**src/rtl/qenc_pkg.sv**
```systemverilog
package qenc_pkg;
  typedef enum logic [1:0] {
    MODE_CLK = 2'b00,
    MODE_X2A = 2'b01,
    MODE_X2B = 2'b10,
    MODE_X4  = 2'b11
  } qenc_mode_e;
endpackage

```
**src/rtl/qenc_sync.sv**
```systemverilog
module qenc_sync #(
  parameter int CH     = 2,
  parameter int STAGES = 2
) (
  input  logic          clk,
  input  logic          rst,
  input  logic [CH-1:0] d,
  output logic [CH-1:0] q
);
  for (genvar c = 0; c < CH; c++) begin : g_ch
    logic [STAGES-1:0] sr;
    always_ff @(posedge clk) begin
      if (rst) sr <= '0;
      else     sr <= {sr[STAGES-2:0], d[c]};
    end
    assign q[c] = sr[STAGES-1];
  end
endmodule

```
**src/rtl/qenc_decoder.sv**
```systemverilog
module qenc_decoder
  import qenc_pkg::*;
(
  input  logic       clk,
  input  logic       rst,
  input  logic       a_s,
  input  logic       b_s,
  input  qenc_mode_e mode,
  output logic       step,
  output logic       up
);
  logic a_d, b_d;
  logic a_edge, b_edge;
  logic a_up, b_up;

  always_ff @(posedge clk) begin
    if (rst) begin
      a_d <= 1'b0;
      b_d <= 1'b0;
    end else begin
      a_d <= a_s;
      b_d <= b_s;
    end
  end

  assign a_edge = a_s ^ a_d;
  assign b_edge = b_s ^ b_d;
  assign a_up   = a_s ^ b_s;
  assign b_up   = ~(a_s ^ b_s);

  always_comb begin
    step = 1'b0;
    up   = 1'b1;
    unique case (mode)
      MODE_CLK: begin
        step = 1'b1;
        up   = 1'b1;
      end
      MODE_X2A: begin
        step = a_edge;
        up   = a_up;
      end
      MODE_X2B: begin
        step = b_edge;
        up   = b_up;
      end
      MODE_X4: begin
        step = a_edge ^ b_edge;
        up   = a_edge ? a_up : b_up;
      end
      default: begin
        step = 1'b0;
        up   = 1'b1;
      end
    endcase
  end
endmodule

```
**src/rtl/qenc_core.sv**
```systemverilog
module qenc_core #(
  parameter int CNT_W = 16
) (
  input  logic             clk,
  input  logic             rst,
  input  logic             step_req,
  input  logic             step_up,
  input  logic             wr,
  input  logic [CNT_W-1:0] wr_val,
  input  logic [CNT_W-1:0] ceil,
  output logic [CNT_W-1:0] cnt,
  output logic             dir
);
  localparam logic [CNT_W-1:0] ONE = {{(CNT_W-1){1'b0}}, 1'b1};

  always_ff @(posedge clk) begin
    if (rst) begin
      cnt <= '0;
      dir <= 1'b0;
    end else if (wr) begin
      if (wr_val <= ceil) cnt <= wr_val;
    end else if (step_req) begin
      dir <= ~step_up;
      if (step_up) cnt <= (cnt >= ceil) ? '0 : cnt + ONE;
      else         cnt <= (cnt == '0) ? ceil : cnt - ONE;
    end
  end
endmodule

```
**src/rtl/quad_enc_counter.sv**
```systemverilog
module quad_enc_counter
  import qenc_pkg::*;
#(
  parameter int               CNT_W    = 16,
  parameter logic [CNT_W-1:0] MAX_CEIL = '1,
  parameter int               SYNC_STG = 2
) (
  input  logic             clk,
  input  logic             rst,
  input  logic             phase_a,
  input  logic             phase_b,
  input  logic             mode_wr,
  input  logic [1:0]       mode_val,
  input  logic             upd_stb,
  input  logic             en_wr,
  input  logic             en_val,
  input  logic             ceil_wr,
  input  logic [CNT_W-1:0] ceil_val,
  input  logic             cnt_wr,
  input  logic [CNT_W-1:0] cnt_val,
  output logic [CNT_W-1:0] cnt_q,
  output logic             dir_q,
  output logic             en_q,
  output logic [1:0]       mode_q,
  output logic [CNT_W-1:0] ceil_q
);
  qenc_mode_e       pend_mode;
  qenc_mode_e       act_mode;
  logic             en_r;
  logic [CNT_W-1:0] ceil_r;
  logic [1:0]       ph_s;
  logic             dec_step, dec_up;
  logic             step_req;

  always_ff @(posedge clk) begin
    if (rst) begin
      pend_mode <= MODE_CLK;
      act_mode  <= MODE_CLK;
      en_r      <= 1'b0;
      ceil_r    <= MAX_CEIL;
    end else begin
      if (mode_wr) pend_mode <= qenc_mode_e'(mode_val);
      if (upd_stb) act_mode  <= pend_mode;
      if (en_wr)   en_r      <= en_val;
      if (ceil_wr && (ceil_val <= MAX_CEIL)) ceil_r <= ceil_val;
    end
  end

  qenc_sync #(.CH(2), .STAGES(SYNC_STG)) u_sync (
    .clk (clk),
    .rst (rst),
    .d   ({phase_b, phase_a}),
    .q   (ph_s)
  );

  qenc_decoder u_dec (
    .clk  (clk),
    .rst  (rst),
    .a_s  (ph_s[0]),
    .b_s  (ph_s[1]),
    .mode (act_mode),
    .step (dec_step),
    .up   (dec_up)
  );

  assign step_req = dec_step & en_r & ~upd_stb & ~cnt_wr;

  qenc_core #(.CNT_W(CNT_W)) u_core (
    .clk      (clk),
    .rst      (rst),
    .step_req (step_req),
    .step_up  (dec_up),
    .wr       (cnt_wr),
    .wr_val   (cnt_val),
    .ceil     (ceil_r),
    .cnt      (cnt_q),
    .dir      (dir_q)
  );

  assign en_q   = en_r;
  assign mode_q = act_mode;
  assign ceil_q = ceil_r;
endmodule

```
**config.mk**
```make
export PLATFORM = sky130hd
export DESIGN_NAME = quad_enc_counter
export DESIGN_NICKNAME = d
export VERILOG_FILES = /design/src/rtl/qenc_pkg.sv /design/src/rtl/qenc_sync.sv /design/src/rtl/qenc_decoder.sv /design/src/rtl/qenc_core.sv /design/src/rtl/quad_enc_counter.sv
export SDC_FILE = /design/constraint.sdc
export NUM_CORES = 1
export LEC_CHECK = 0
export ABC_AREA = 1
export ABC_CLOCK_PERIOD_IN_PS = 5600
export BUFFER_PORTS_ARGS = -buffer_cell sky130_fd_sc_hd__buf_2
export CORE_MARGIN = 1.5
export CORE_UTILIZATION = 58
export CTS_BUF_LIST = sky130_fd_sc_hd__clkbuf_4
export CTS_CLUSTER_SIZE = 8
export DETAILED_ROUTE_END_ITERATION = 6
export HOLD_SLACK_MARGIN = 0.15
export PLACE_DENSITY = 0.83
export REMOVE_ABC_BUFFERS = 1
export SETUP_SLACK_MARGIN = 0.15
export SYNTH_ARGS = -nofsm -noshare
export SYNTH_HDL_FRONTEND = slang
export SYNTH_SLANG_ARGS = --single-unit
```
**constraint.sdc**
```tcl
create_clock -name clk -period 5.6 [get_ports clk]
set_input_delay 0.28 -clock clk [delete_from_list [all_inputs] [get_ports clk]]
set_output_delay 0.28 -clock clk [all_outputs]
set_load 0.005 [all_outputs]
```
==> reports/metrics.csv <==
stage;metric;value;unit
status;status;finished, violations left;
status;failed_checks;design-rule violations;
route;ant_nets;0;
sta;whs;0.151;ns
placed_design;dp_hpwl;8.86;mm
power_and_ir_drop;intPower;0.534;mW
grt;grt_pass1_vias;4330;
route;wirelength;12.3;mm
critical_path;critical_path_class;reg -> reg;
clocking;clock_path_buffers;2;
power_and_ir_drop;p_comb_frac;0.413;
placed_design;place_inst;767;
synthesis;synth_warnings;0;
synthesis;synth_seq_cells;44;
grt;grt_start_max_net_pins;33;
sta;max_freq;390;MHz
sta;fin_crit_sh;0.457;
synthesis;yosysTopAreaCell;dfxtp_1;
layout;final_layout_size_suffix_gt1_frac;0.168;
critical_path;cpMostUsedCell;nand2_1;
floorplan;io_pins;80;
route;viasPerCell;5.68;
power_and_ir_drop;total_power;0.936;mW
critical_path;cp.arrival;2.86;ns
run;maxCapViolCount;0;
sta;rsz0062_at_grt;no;
sta;slew_headroom;0.557;
critical_path;slowest_stage;nand2_2;
clocking;clock_sinks;44;
route;vias;4524;
grt;grt_pass1_wl;19.9;mm
sta;drv_slew;0;
sta;fin_crit;2.56;ns
critical_path;crit_path_start_kind;flip-flop;
synthesis;synth_edf_count;0;
grt;antenna_found_initial;0;
floorplan;start_util;0.604;
sta;worst_pin_slew;0.664;ns
synthesis;yosysUniqueCellTypes;32;
clocking;post_cts_buffers;0;
sta;clock_skew;0.0111;ns
synthesis;synth.area.top_cells;dfxtp_1 (23%), nand2_1 (16%), ha_1 (11%);
grt;grt_overflow;0;
placed_design;dpl-instance-area;4260;um^2
power_and_ir_drop;power.switching_fraction;0.429;
power_and_ir_drop;p_sw;0.402;mW
power_and_ir_drop;p_per_area;207;nW/um^2
clocking;h-tree-depth;2;
power_and_ir_drop;peakVddDrop;0.161;mV
sta;hold_violations;0;
floorplan;core;6420;um^2
power_and_ir_drop;clockPowerShare;0.177;
route;drt_iter0_markers;515;
synthesis;synth-main-ff-cell;dfxtp_1;
clocking;cts_resized;0;
sta;worst_slack;3.04;ns
layout;final_area;4530;um^2
sta;tns;0;ns
route;firstDrtPassIters;7;
floorplan;die_w;84.8;um
synthesis;syn_area_per_cell;6.17;um^2
floorplan;die_area;7190;um^2
placed_design;preCtsSetupSlack;3.12;ns
synthesis;synth_top_area_share;0.227;
synthesis;synth-seq-area-share;0.227;
clocking;numCtsBuffers;5;
power_and_ir_drop;pwr-share-seq;0.410;
critical_path;max_stage_delay;0.46;ns
critical_path;cp_max_fo;17;
floorplan;row_count;29;
placed_design;portBuffers;79;
layout;synthToLayoutAreaGrowth;16.7;%
layout;post-route-util;0.705;
layout;final_cell_count_no_fill;796;
clocking;cts-root-buf;clkbuf_4;
clocking;ctsHoldBuffers;20;
synthesis;synth_common_cells;nand2_1 (161), nand3_1 (76), nor2_1 (75), inv_1 (73), a21oi_1 (51);
layout;n_fill_cell;593;
floorplan;die_y;84.8;um
critical_path;critical_path.cell_chain;inv_1 > ha_1 > nand2_1 > inv_1 > o21ai_0 > nand2_1 > nor2_1 > nand2_1 > nand2_1 > nand2_1 > nand2_2 > nand2_1 > nor2_1 > nor2_1;
clocking;tritoncts;done;
critical_path;setup.worst_path.end_class;flip-flop;
critical_path;critical-path-top-delay-family;simple AND/OR/NAND/NOR gates;
synthesis;synth_most_common_cell;nand2_1;
layout;antennaDiodeCount;0;
route;drc;2;
synthesis;syn_area;3880;um^2
power_and_ir_drop;leakage;2.47;nW
synthesis;synthCells;629;
grt;grt_usage;0.347;
placed_design;gp_congestion;0.972;
clocking;clkTransAtPathRegs;0.15;ns
critical_path;cp.required;5.90;ns
synthesis;synthArstFlopShare;0;
sta;setup_viol;0;
critical_path;critPathBufInv;2;
route;wl_per_cell;15.4;um
layout;nets;797;
worst_hold_path;hp-class;in -> reg;
clocking;clock_latency;0.38;ns
cell usage in the layout (no fill, tap or decap), drive strengths merged:
cell	count
nor3	5
buf	79
nand4	8
xor2	11
and2	1
dfxtp	44
clkbuf	5
a21o	2
a21oi	51
clkinv	2
nand2	170
inv	77
dlygate4sd3	21
nand3b	4
xnor2	1
o21ai	30
ha	35
or2	10
nand3	78
nor2	85
layout make-up:
| cell class | count | area [um^2] | area share |
|---|---|---|---|
| Multi-Input combinational cell | 491 | 2600 | 0.575 |
| Clock buffer | 5 | 37.5 | 0.00829 |
| Inverter | 76 | 288 | 0.0636 |
| Clock inverter | 3 | 17.5 | 0.00387 |
| Timing Repair Buffer | 100 | 606 | 0.134 |
| Tap cell | 77 | 96.3 | 0.0213 |
| Sequential cell | 44 | 881 | 0.195 |
per-layer routing:
layer  up-vias  GRT usage  routed length, um
met5         -          0                  0
met1      2031      0.452               5110
li1       2199          -                  -
met2       256      0.561               5570
met3        38     0.0659               1220
met4         0      0.151                368
state kept, by name, indices dropped and copies added (netlist names), 2 cells and up:
| name | cells |
|---|---|
| ceil_q | 16 |
| u_core.cnt | 16 |
| u_sync.g_ch.sr | 4 |
| mode_q | 2 |
| pend_mode | 2 |
worst register-to-register path, stage by stage, from the launching register on:
cell,delay (ns)
dfxtp_1,0.39
inv_1,0.09
ha_1,0.29
nand2_1,0.07
inv_1,0.03
o21ai_0,0.13
nand2_1,0.09
nor2_1,0.18
nand2_1,0.07
nand2_1,0.07
nand2_1,0.36
nand2_2,0.46
nand2_1,0.10
nor2_1,0.11
nor2_1,0.04
power by group through the flow:
stage	sequential, mW	clock [mW]	combinational (mW)
6_report	0.384	0.166	0.386
4_1_cts	0.381	0.164	0.376
3_5_place_dp	0.388	0	0.363
3_3_place_gp	0.387	0	0.353
2_1_floorplan	0.378	0	0.249
5_1_grt	0.386	0.179	0.434
worst paths after layout:
kind	from	to	slack (ns)	cells after the start
worst max register to register	ceil_q[13]	u_core.cnt[11]	3.04	14
worst min-delay path	ceil_val[6]	ceil_q[6]	0.15	3
worst min register to register	u_sync.g_ch[0].sr[0]	u_sync.g_ch[0].sr[1]	0.41	2
worst max-delay path	ceil_q[13]	u_core.cnt[11]	3.04	14
cells by family after synthesis:
kind of cell	count (synthesis)	share of synthesized area
simple gates	361	0.422
buf+inv	94	0.103
compound gates	83	0.108
flops	44	0.227
fa+ha+maj	35	0.113
xor+xnor	12	0.0271
Power figures use the tool's default switching activity.
